<file path="src/rtl/codelock_pkg.sv">
package codelock_pkg;
   // index of the lock bit whose programming enables each restriction
   localparam int unsigned IDX_CODE   = 0;
   localparam int unsigned IDX_VERIFY = 1;
   localparam int unsigned IDX_EXTRUN = 2;
   localparam int unsigned MIN_BITS   = 3;

   typedef struct packed {
      logic movc_ok;
      logic prog_ok;
      logic verify_ok;
      logic extrun_ok;
   } perm_t;
endpackage

</file>
<file path="src/rtl/codelock_store.sv">
module codelock_store #(
   parameter int unsigned LOCK_BITS = 3
) (
   input  logic                 clk,
   input  logic                 rst_n,
   input  logic [LOCK_BITS-1:0] nv_lock,
   input  logic                 wr_en,
   input  logic [LOCK_BITS-1:0] wr_data,
   input  logic                 erase,
   output logic [LOCK_BITS-1:0] lock_q
);
   for (genvar g = 0; g < LOCK_BITS; g++) begin : g_bit
      always_ff @(posedge clk) begin
         if (!rst_n)
            lock_q[g] <= nv_lock[g];
         else if (erase)
            lock_q[g] <= 1'b0;
         else if (wr_en && wr_data[g])
            lock_q[g] <= 1'b1;
      end
   end

   // without an erase no bit ever falls
   p_no_unprogram_r2: assert property (@(posedge clk) disable iff (!rst_n)
      !erase |=> (($past(lock_q) & ~lock_q) == '0));
   // an erase leaves every bit cleared
   p_erase_clears_r3: assert property (@(posedge clk) disable iff (!rst_n)
      erase |=> (lock_q == '0));
endmodule

</file>
<file path="src/rtl/codelock_policy.sv">
module codelock_policy
   import codelock_pkg::*;
#(
   parameter int unsigned LOCK_BITS = 3,
   parameter int unsigned LVL_W     = $clog2(LOCK_BITS + 1)
) (
   input  logic [LOCK_BITS-1:0] lock_q,
   output perm_t                perm,
   output logic [LVL_W-1:0]     level
);
   // reach[i] = some bit at index i or above is programmed
   logic [LOCK_BITS-1:0] reach;

   for (genvar g = 0; g < LOCK_BITS; g++) begin : g_reach
      assign reach[g] = |lock_q[LOCK_BITS-1:g];
   end

   always_comb begin
      level = '0;
      for (int i = 0; i < LOCK_BITS; i++)
         if (lock_q[i]) level = LVL_W'(i + 1);
   end

   always_comb begin
      perm.movc_ok   = ~reach[IDX_CODE];
      perm.prog_ok   = ~reach[IDX_CODE];
      perm.verify_ok = ~reach[IDX_VERIFY];
      perm.extrun_ok = ~reach[IDX_EXTRUN];
   end
endmodule

</file>
<file path="src/rtl/codelock_ea.sv">
module codelock_ea #(
   parameter bit CAPTURE_ON_LB1 = 1'b1
) (
   input  logic clk,
   input  logic rst_n,
   input  logic lb1_at_reset,
   input  logic ea_pin,
   output logic ea_eff,
   output logic ea_mismatch
);
   logic use_cap;
   logic ea_cap;

   always_ff @(posedge clk) begin
      if (!rst_n) use_cap <= CAPTURE_ON_LB1 & lb1_at_reset;
   end

   // no reset value: undefined until the first reset samples the pin
   always_ff @(posedge clk) begin
      if (!rst_n && lb1_at_reset) ea_cap <= ea_pin;
   end

   assign ea_eff      = use_cap ? ea_cap : ea_pin;
   assign ea_mismatch = use_cap & (ea_cap ^ ea_pin);

   // captured level never moves outside reset
   p_cap_stable_r9: assert property (@(posedge clk) disable iff (!rst_n)
      use_cap |=> $stable(ea_eff));
   // a mismatch is visible between effective level and pin
   p_mismatch_r10: assert property (@(posedge clk) disable iff (!rst_n)
      ea_mismatch |-> (ea_eff != ea_pin));
endmodule

</file>
<file path="src/rtl/codelock_rdgate.sv">
module codelock_rdgate
   import codelock_pkg::*;
#(
   parameter int unsigned DATA_W = 8,
   parameter logic [DATA_W-1:0] FILL = '1
) (
   input  logic              clk,
   input  logic              rst_n,
   input  perm_t             perm,
   input  logic              rd_req,
   input  logic              rd_verify,
   input  logic              rd_pc_ext,
   input  logic [DATA_W-1:0] flash_rdata,
   output logic              rd_valid,
   output logic [DATA_W-1:0] rd_data,
   output logic              rd_violation
);
   logic refuse;

   always_comb begin
      if (rd_verify) refuse = ~perm.verify_ok;
      else           refuse = rd_pc_ext & ~perm.movc_ok;
   end

   always_ff @(posedge clk) begin
      if (!rst_n) begin
         rd_valid     <= 1'b0;
         rd_data      <= '0;
         rd_violation <= 1'b0;
      end else begin
         rd_valid     <= rd_req;
         rd_violation <= rd_req & refuse;
         if (rd_req) rd_data <= refuse ? FILL : flash_rdata;
      end
   end

   // refused verify read returns fill with a violation
   p_verify_fill_r6: assert property (@(posedge clk) disable iff (!rst_n)
      (rd_req && rd_verify && !perm.verify_ok) |=> (rd_violation && rd_data == FILL));
   // internal MOVC reads are never refused
   p_movc_int_ok_r5: assert property (@(posedge clk) disable iff (!rst_n)
      (rd_req && !rd_verify && !rd_pc_ext) |=> !rd_violation);
   // a violation always comes with a valid result
   p_viol_valid_r8: assert property (@(posedge clk) disable iff (!rst_n)
      rd_violation |-> rd_valid);
endmodule

</file>
<file path="src/rtl/codelock_guard.sv">
module codelock_guard
   import codelock_pkg::*;
#(
   parameter int unsigned LOCK_BITS = 3,
   parameter int unsigned DATA_W    = 8,
   parameter bit          CAPTURE_ON_LB1 = 1'b1,
   parameter int unsigned LVL_W     = $clog2(LOCK_BITS + 1)
) (
   input  logic                 clk,
   input  logic                 rst_n,
   input  logic [LOCK_BITS-1:0] nv_lock,
   input  logic                 lock_wr_en,
   input  logic [LOCK_BITS-1:0] lock_wr_data,
   input  logic                 chip_erase,
   input  logic                 ea_pin,
   input  logic                 rd_req,
   input  logic                 rd_verify,
   input  logic                 rd_pc_ext,
   input  logic [DATA_W-1:0]    flash_rdata,
   output logic                 rd_valid,
   output logic [DATA_W-1:0]    rd_data,
   output logic                 rd_violation,
   output logic                 prog_allow,
   output logic                 verify_allow,
   output logic                 ext_exec_allow,
   output logic [LVL_W-1:0]     lock_level,
   output logic                 ea_eff,
   output logic                 ea_mismatch
);
   localparam logic [DATA_W-1:0] FILL = '1;

   if (LOCK_BITS != MIN_BITS) begin : g_bad_bits
      $error("codelock_guard: LOCK_BITS must be 3");
   end
   if (DATA_W < 1) begin : g_bad_width
      $error("codelock_guard: DATA_W must be positive");
   end

   logic [LOCK_BITS-1:0] lock_q;
   perm_t                perm;

   codelock_store #(.LOCK_BITS(LOCK_BITS)) u_store (
      .clk(clk), .rst_n(rst_n), .nv_lock(nv_lock),
      .wr_en(lock_wr_en), .wr_data(lock_wr_data),
      .erase(chip_erase), .lock_q(lock_q)
   );

   codelock_policy #(.LOCK_BITS(LOCK_BITS), .LVL_W(LVL_W)) u_policy (
      .lock_q(lock_q), .perm(perm), .level(lock_level)
   );

   codelock_ea #(.CAPTURE_ON_LB1(CAPTURE_ON_LB1)) u_ea (
      .clk(clk), .rst_n(rst_n), .lb1_at_reset(nv_lock[IDX_CODE]),
      .ea_pin(ea_pin), .ea_eff(ea_eff), .ea_mismatch(ea_mismatch)
   );

   codelock_rdgate #(.DATA_W(DATA_W), .FILL(FILL)) u_rdgate (
      .clk(clk), .rst_n(rst_n), .perm(perm),
      .rd_req(rd_req), .rd_verify(rd_verify), .rd_pc_ext(rd_pc_ext),
      .flash_rdata(flash_rdata), .rd_valid(rd_valid),
      .rd_data(rd_data), .rd_violation(rd_violation)
   );

   assign prog_allow     = perm.prog_ok;
   assign verify_allow   = perm.verify_ok;
   assign ext_exec_allow = perm.extrun_ok;

   // levels accumulate, external run blocked implies verify blocked
   p_ext_implies_verify_r7: assert property (@(posedge clk) disable iff (!rst_n)
      !ext_exec_allow |-> !verify_allow);
   // verify blocked implies programming blocked
   p_verify_implies_prog_r6: assert property (@(posedge clk) disable iff (!rst_n)
      !verify_allow |-> !prog_allow);
   // level 0 exactly when programming is allowed
   p_level_zero_r4: assert property (@(posedge clk) disable iff (!rst_n)
      (lock_level == '0) == prog_allow);
endmodule

</file>
<file path="config.mk">
export PLATFORM = sky130hd
export DESIGN_NAME = codelock_guard
export DESIGN_NICKNAME = d
export VERILOG_FILES = /design/src/rtl/codelock_pkg.sv /design/src/rtl/codelock_store.sv /design/src/rtl/codelock_policy.sv /design/src/rtl/codelock_ea.sv /design/src/rtl/codelock_rdgate.sv /design/src/rtl/codelock_guard.sv
export SDC_FILE = /design/constraint.sdc
export NUM_CORES = 1
export LEC_CHECK = 0
export BUFFER_PORTS_ARGS = -buffer_cell sky130_fd_sc_hd__buf_2
export CAP_MARGIN = 20
export CORE_AREA = 5 5 48 54
export DETAILED_ROUTE_END_ITERATION = 10
export DIE_AREA = 0 0 53 59
export HOLD_SLACK_MARGIN = 0.15
export PLACE_DENSITY_LB_ADDON = 0.05
export SYNTH_ARGS = -nofsm -noshare
export SYNTH_HDL_FRONTEND = slang
export SYNTH_HIERARCHICAL = 1
export SYNTH_SLANG_ARGS = --single-unit
</file>
<file path="constraint.sdc">
create_clock -name clk -period 1.4 [get_ports clk]
set_clock_uncertainty 0.1 [all_clocks]
set_input_delay 0.14 -clock clk [delete_from_list [all_inputs] [get_ports clk]]
set_output_delay 0.14 -clock clk [all_outputs]
set_load 0.005 [all_outputs]
</file>
==> impl_metrics.env <==
export IMPL_synth_seq_cells=15
export IMPL_fp_dieH_um=59
export IMPL_async_flop_share_pct=0
export IMPL_nNetsFinal=153
export IMPL_drive_gt1_share_pct=45.4
export IMPL_netlist_area_sq_um=739
export IMPL_worstHoldPathCells=3
export IMPL_period_needed_ns=1.38
export IMPL_finalMaxSlewViolations=0
export IMPL_clk_path_buf_depth=2
export IMPL_drt_iter0_drc=3
export IMPL_core_sq_um=1980
export IMPL_crit_required_ns=1.50
export IMPL_clkLatencyLatePin_ns=0.27
export IMPL_grt_pass1_vias=707
export IMPL_yosysMostFrequentCell="inv_1"
export IMPL_via_per_inst=4.40
export IMPL_io_pins=39
export IMPL_gp_congestion=0.726
export IMPL_syn_to_final_growth_pct=62.9
export IMPL_tightest_slew_ns=0.314
export IMPL_setup_ws_ns=0.0180
export IMPL_period_share_pct=98.7
export IMPL_synth_edff_count=5
export IMPL_worst_setup_path_start_kind="flip-flop"
export IMPL_drc=0
export IMPL_finalHoldViolations=0
export IMPL_yosys_warnings=6
export IMPL_synth_top_area_share_pct=27.1
export IMPL_yosysTopAreaCell="dfxtp_1"
export IMPL_avgRoutedWirePerCell_um=11.2
export IMPL_avgSynthCellArea_sq_um=10.3
export IMPL_ys_seq_area_share_pct=47.4
export IMPL_worst_path_max_delay_cell="or3b_4"
export IMPL_cap_viol_max_count=0
export IMPL_antenna_found_initial=0
export IMPL_crit_path_end_kind="flip-flop"
export IMPL_track_usage_pct=12.1
export IMPL_synth_area_top_cells="dfxtp_1 (27%), edfxtp_1 (20%), a41oi_2 (18%)"
export IMPL_dieArea_sq_um=3130
export IMPL_hp_class="in2reg"
export IMPL_chipWidth_um=53
export IMPL_cts_root_buf="clkbuf_4"
export IMPL_use_met2_pct=21.3
export IMPL_yosys_cell_types_count=20
export IMPL_leakage_uw=0.000573
export IMPL_antenna_left=0
export IMPL_vdd_ir_drop_max_uv=708
export IMPL_post_cts_buffers=0
export IMPL_worstHoldEndpoint="u_rdgate/rd_data[1]$_SDFFE_PN0P_"
export IMPL_fmax_mhz=724
export IMPL_setup_viol=0
export IMPL_rr_endpoint="u_rdgate/rd_data[3]$_SDFFE_PN0P_"
export IMPL_overflow=0
export IMPL_grt_busiest_layer="met2"
export IMPL_min_from="rst_n"
export IMPL_synthCells=72
export IMPL_numPortBuffers=38
export IMPL_max_slew_margin_pct=79.1
export IMPL_grt_pass1_wl_um=2820
export IMPL_max_stage_delay_ns=0.38
export IMPL_setup_tns_ns=0
export IMPL_finish_utilization_pct=60.9
export IMPL_synthFlopType="dfxtp_1"
export IMPL_cts_sinks=15
export IMPL_r2r_start="u_store/lock_q[2]$_DFFE_PP_"
export IMPL_num_rows=17
export IMPL_dr_pass1_iters=2
export IMPL_crit_fanout=5
export IMPL_status="finished, final reports clean"
export IMPL_cts_tree="built"
export IMPL_path_cells="or2_4 > nor2_4 > or3b_4 > buf_6 > a41oi_2"
export IMPL_power_density_nw_per_um2=839
export IMPL_critPathBufInv=1
export IMPL_place_ws_ns=0.00639
export IMPL_worst_ep_arrival_time_ns=1.48
export IMPL_clk_pin_slew_ns=0.09
export IMPL_diodes=0
export IMPL_place_hpwl_um=1160
export IMPL_routed_wl_um=1780
export IMPL_reg2reg_depth=5
export IMPL_rsz0062_at_grt="yes"
export IMPL_syn_num_nets=94
export IMPL_cp_top_family="simple AND/OR/NAND/NOR gates"
export IMPL_start_util_pct=37.4
export IMPL_grtUsageMet1_pct=13.0
export IMPL_vias=695
export IMPL_cts_buffers=3
export IMPL_crit_type="reg2reg"
export IMPL_reg2reg_slack_ns=0.02
export IMPL_grt_max_degree=18
export IMPL_synth_common_cells="inv_1 (15), o21ai_0 (12), dfxtp_1 (10)"
export IMPL_h_tree_depth=1
export IMPL_use_met3_pct=3.27
worst max path at each step:
stage                                      from                               end  slack [ns]  depth (start not counted)
detailed placement  u_store/lock_q[1]$_DFFE_PP_  u_rdgate/rd_data[0]$_SDFFE_PN0P_       0.006                          5
global route        u_store/lock_q[2]$_DFFE_PP_  u_rdgate/rd_data[2]$_SDFFE_PN0P_       -0.06                          5
floorplan           u_store/lock_q[2]$_DFFE_PP_  u_rdgate/rd_data[0]$_SDFFE_PN0P_       -0.02                          6
global placement    u_store/lock_q[2]$_DFFE_PP_  u_rdgate/rd_data[2]$_SDFFE_PN0P_       -0.01                          5
CTS                 u_store/lock_q[2]$_DFFE_PP_  u_rdgate/rd_data[0]$_SDFFE_PN0P_      0.0008                          5
finish              u_store/lock_q[2]$_DFFE_PP_  u_rdgate/rd_data[3]$_SDFFE_PN0P_        0.02                          5
stage by stage:
stage | hold slack (ns) | std cells | total power [uW] | cell area (sq um)
after floorplan | 0.139 | 72 | 629 | 748
after global placement | 0.254 | 136 | 724 | 968
after detailed placement | 0.248 | 136 | 726 | 968
after CTS | 0.153 | 157 | 1010 | 1170
after global routing | 0.154 | 158 | 1080 | 1200
final | 0.155 | 158 | 1010 | 1200
layout make-up:
class                      count  area (sq um)
tap                           28          35.0
sequential                    15           350
inverter                      15          56.3
clock buffer                   4          26.3
fill                         181           773
timing repair buffer          58           418
multi-input combinational     38           319
placed cells by master, fill, tap and decap left out, types with 2 or more instances in the layout:
cell type      Yosys  layout
buf_2              2      38
dlygate4sd3_1      0      16
inv_1             15      15
o21ai_0           12      12
dfxtp_1           10      10
a41oi_2            8       8
nand2_1            6       6
edfxtp_1           5       5
clkbuf_4           0       3
buf_6              1       2
and2_1             2       2
metal layers:
metal,vias to the layer above,wire [um],share of wire (%)
met1,311,722,41
met5,-,0,0
met3,4,125,7.0
met4,0,47,2.6
li1,358,-,-
met2,22,881,50
tightest hold or removal path, stage by stage:
cell and delay, ns:
buf_2 0.18, o21ai_0 0.12, a41oi_2 0.04
cells by family (layout without fill, tap and decap cells):
kind of cell | after synthesis | after routing | synth area share [%]
compound gates | 21 | 21 | 26.7
xor+xnor | 1 | 1 | 1.18
buf+inv | 19 | 77 | 11.5
flops | 15 | 15 | 47.4
mux | 1 | 1 | 1.52
simple gates | 15 | 15 | 11.7
state kept, by name, summed over array words and instances, names as in the netlist:
name and cells:
u_rdgate/rd_data 8, u_ea/ea_cap 1, u_store/lock_q 3, u_rdgate/rd_violation 1
u_rdgate/rd_valid 1, u_ea/use_cap 1
power breakdown:
part           leakage [uW]  switching, uW  internal, uW
clock network     0.0000150            126           110
logic              0.000424            113           157
registers          0.000134           17.5           489
timing repair:
action                     CTS  global route
cloned                       1             1
hold buffers                16             0
resized for setup            4             2
setup endpoints to repair    8            12
hold endpoints to repair    17             0
pin swaps                    0             4
No activity file was read; power rests on OpenSTA's default activity.
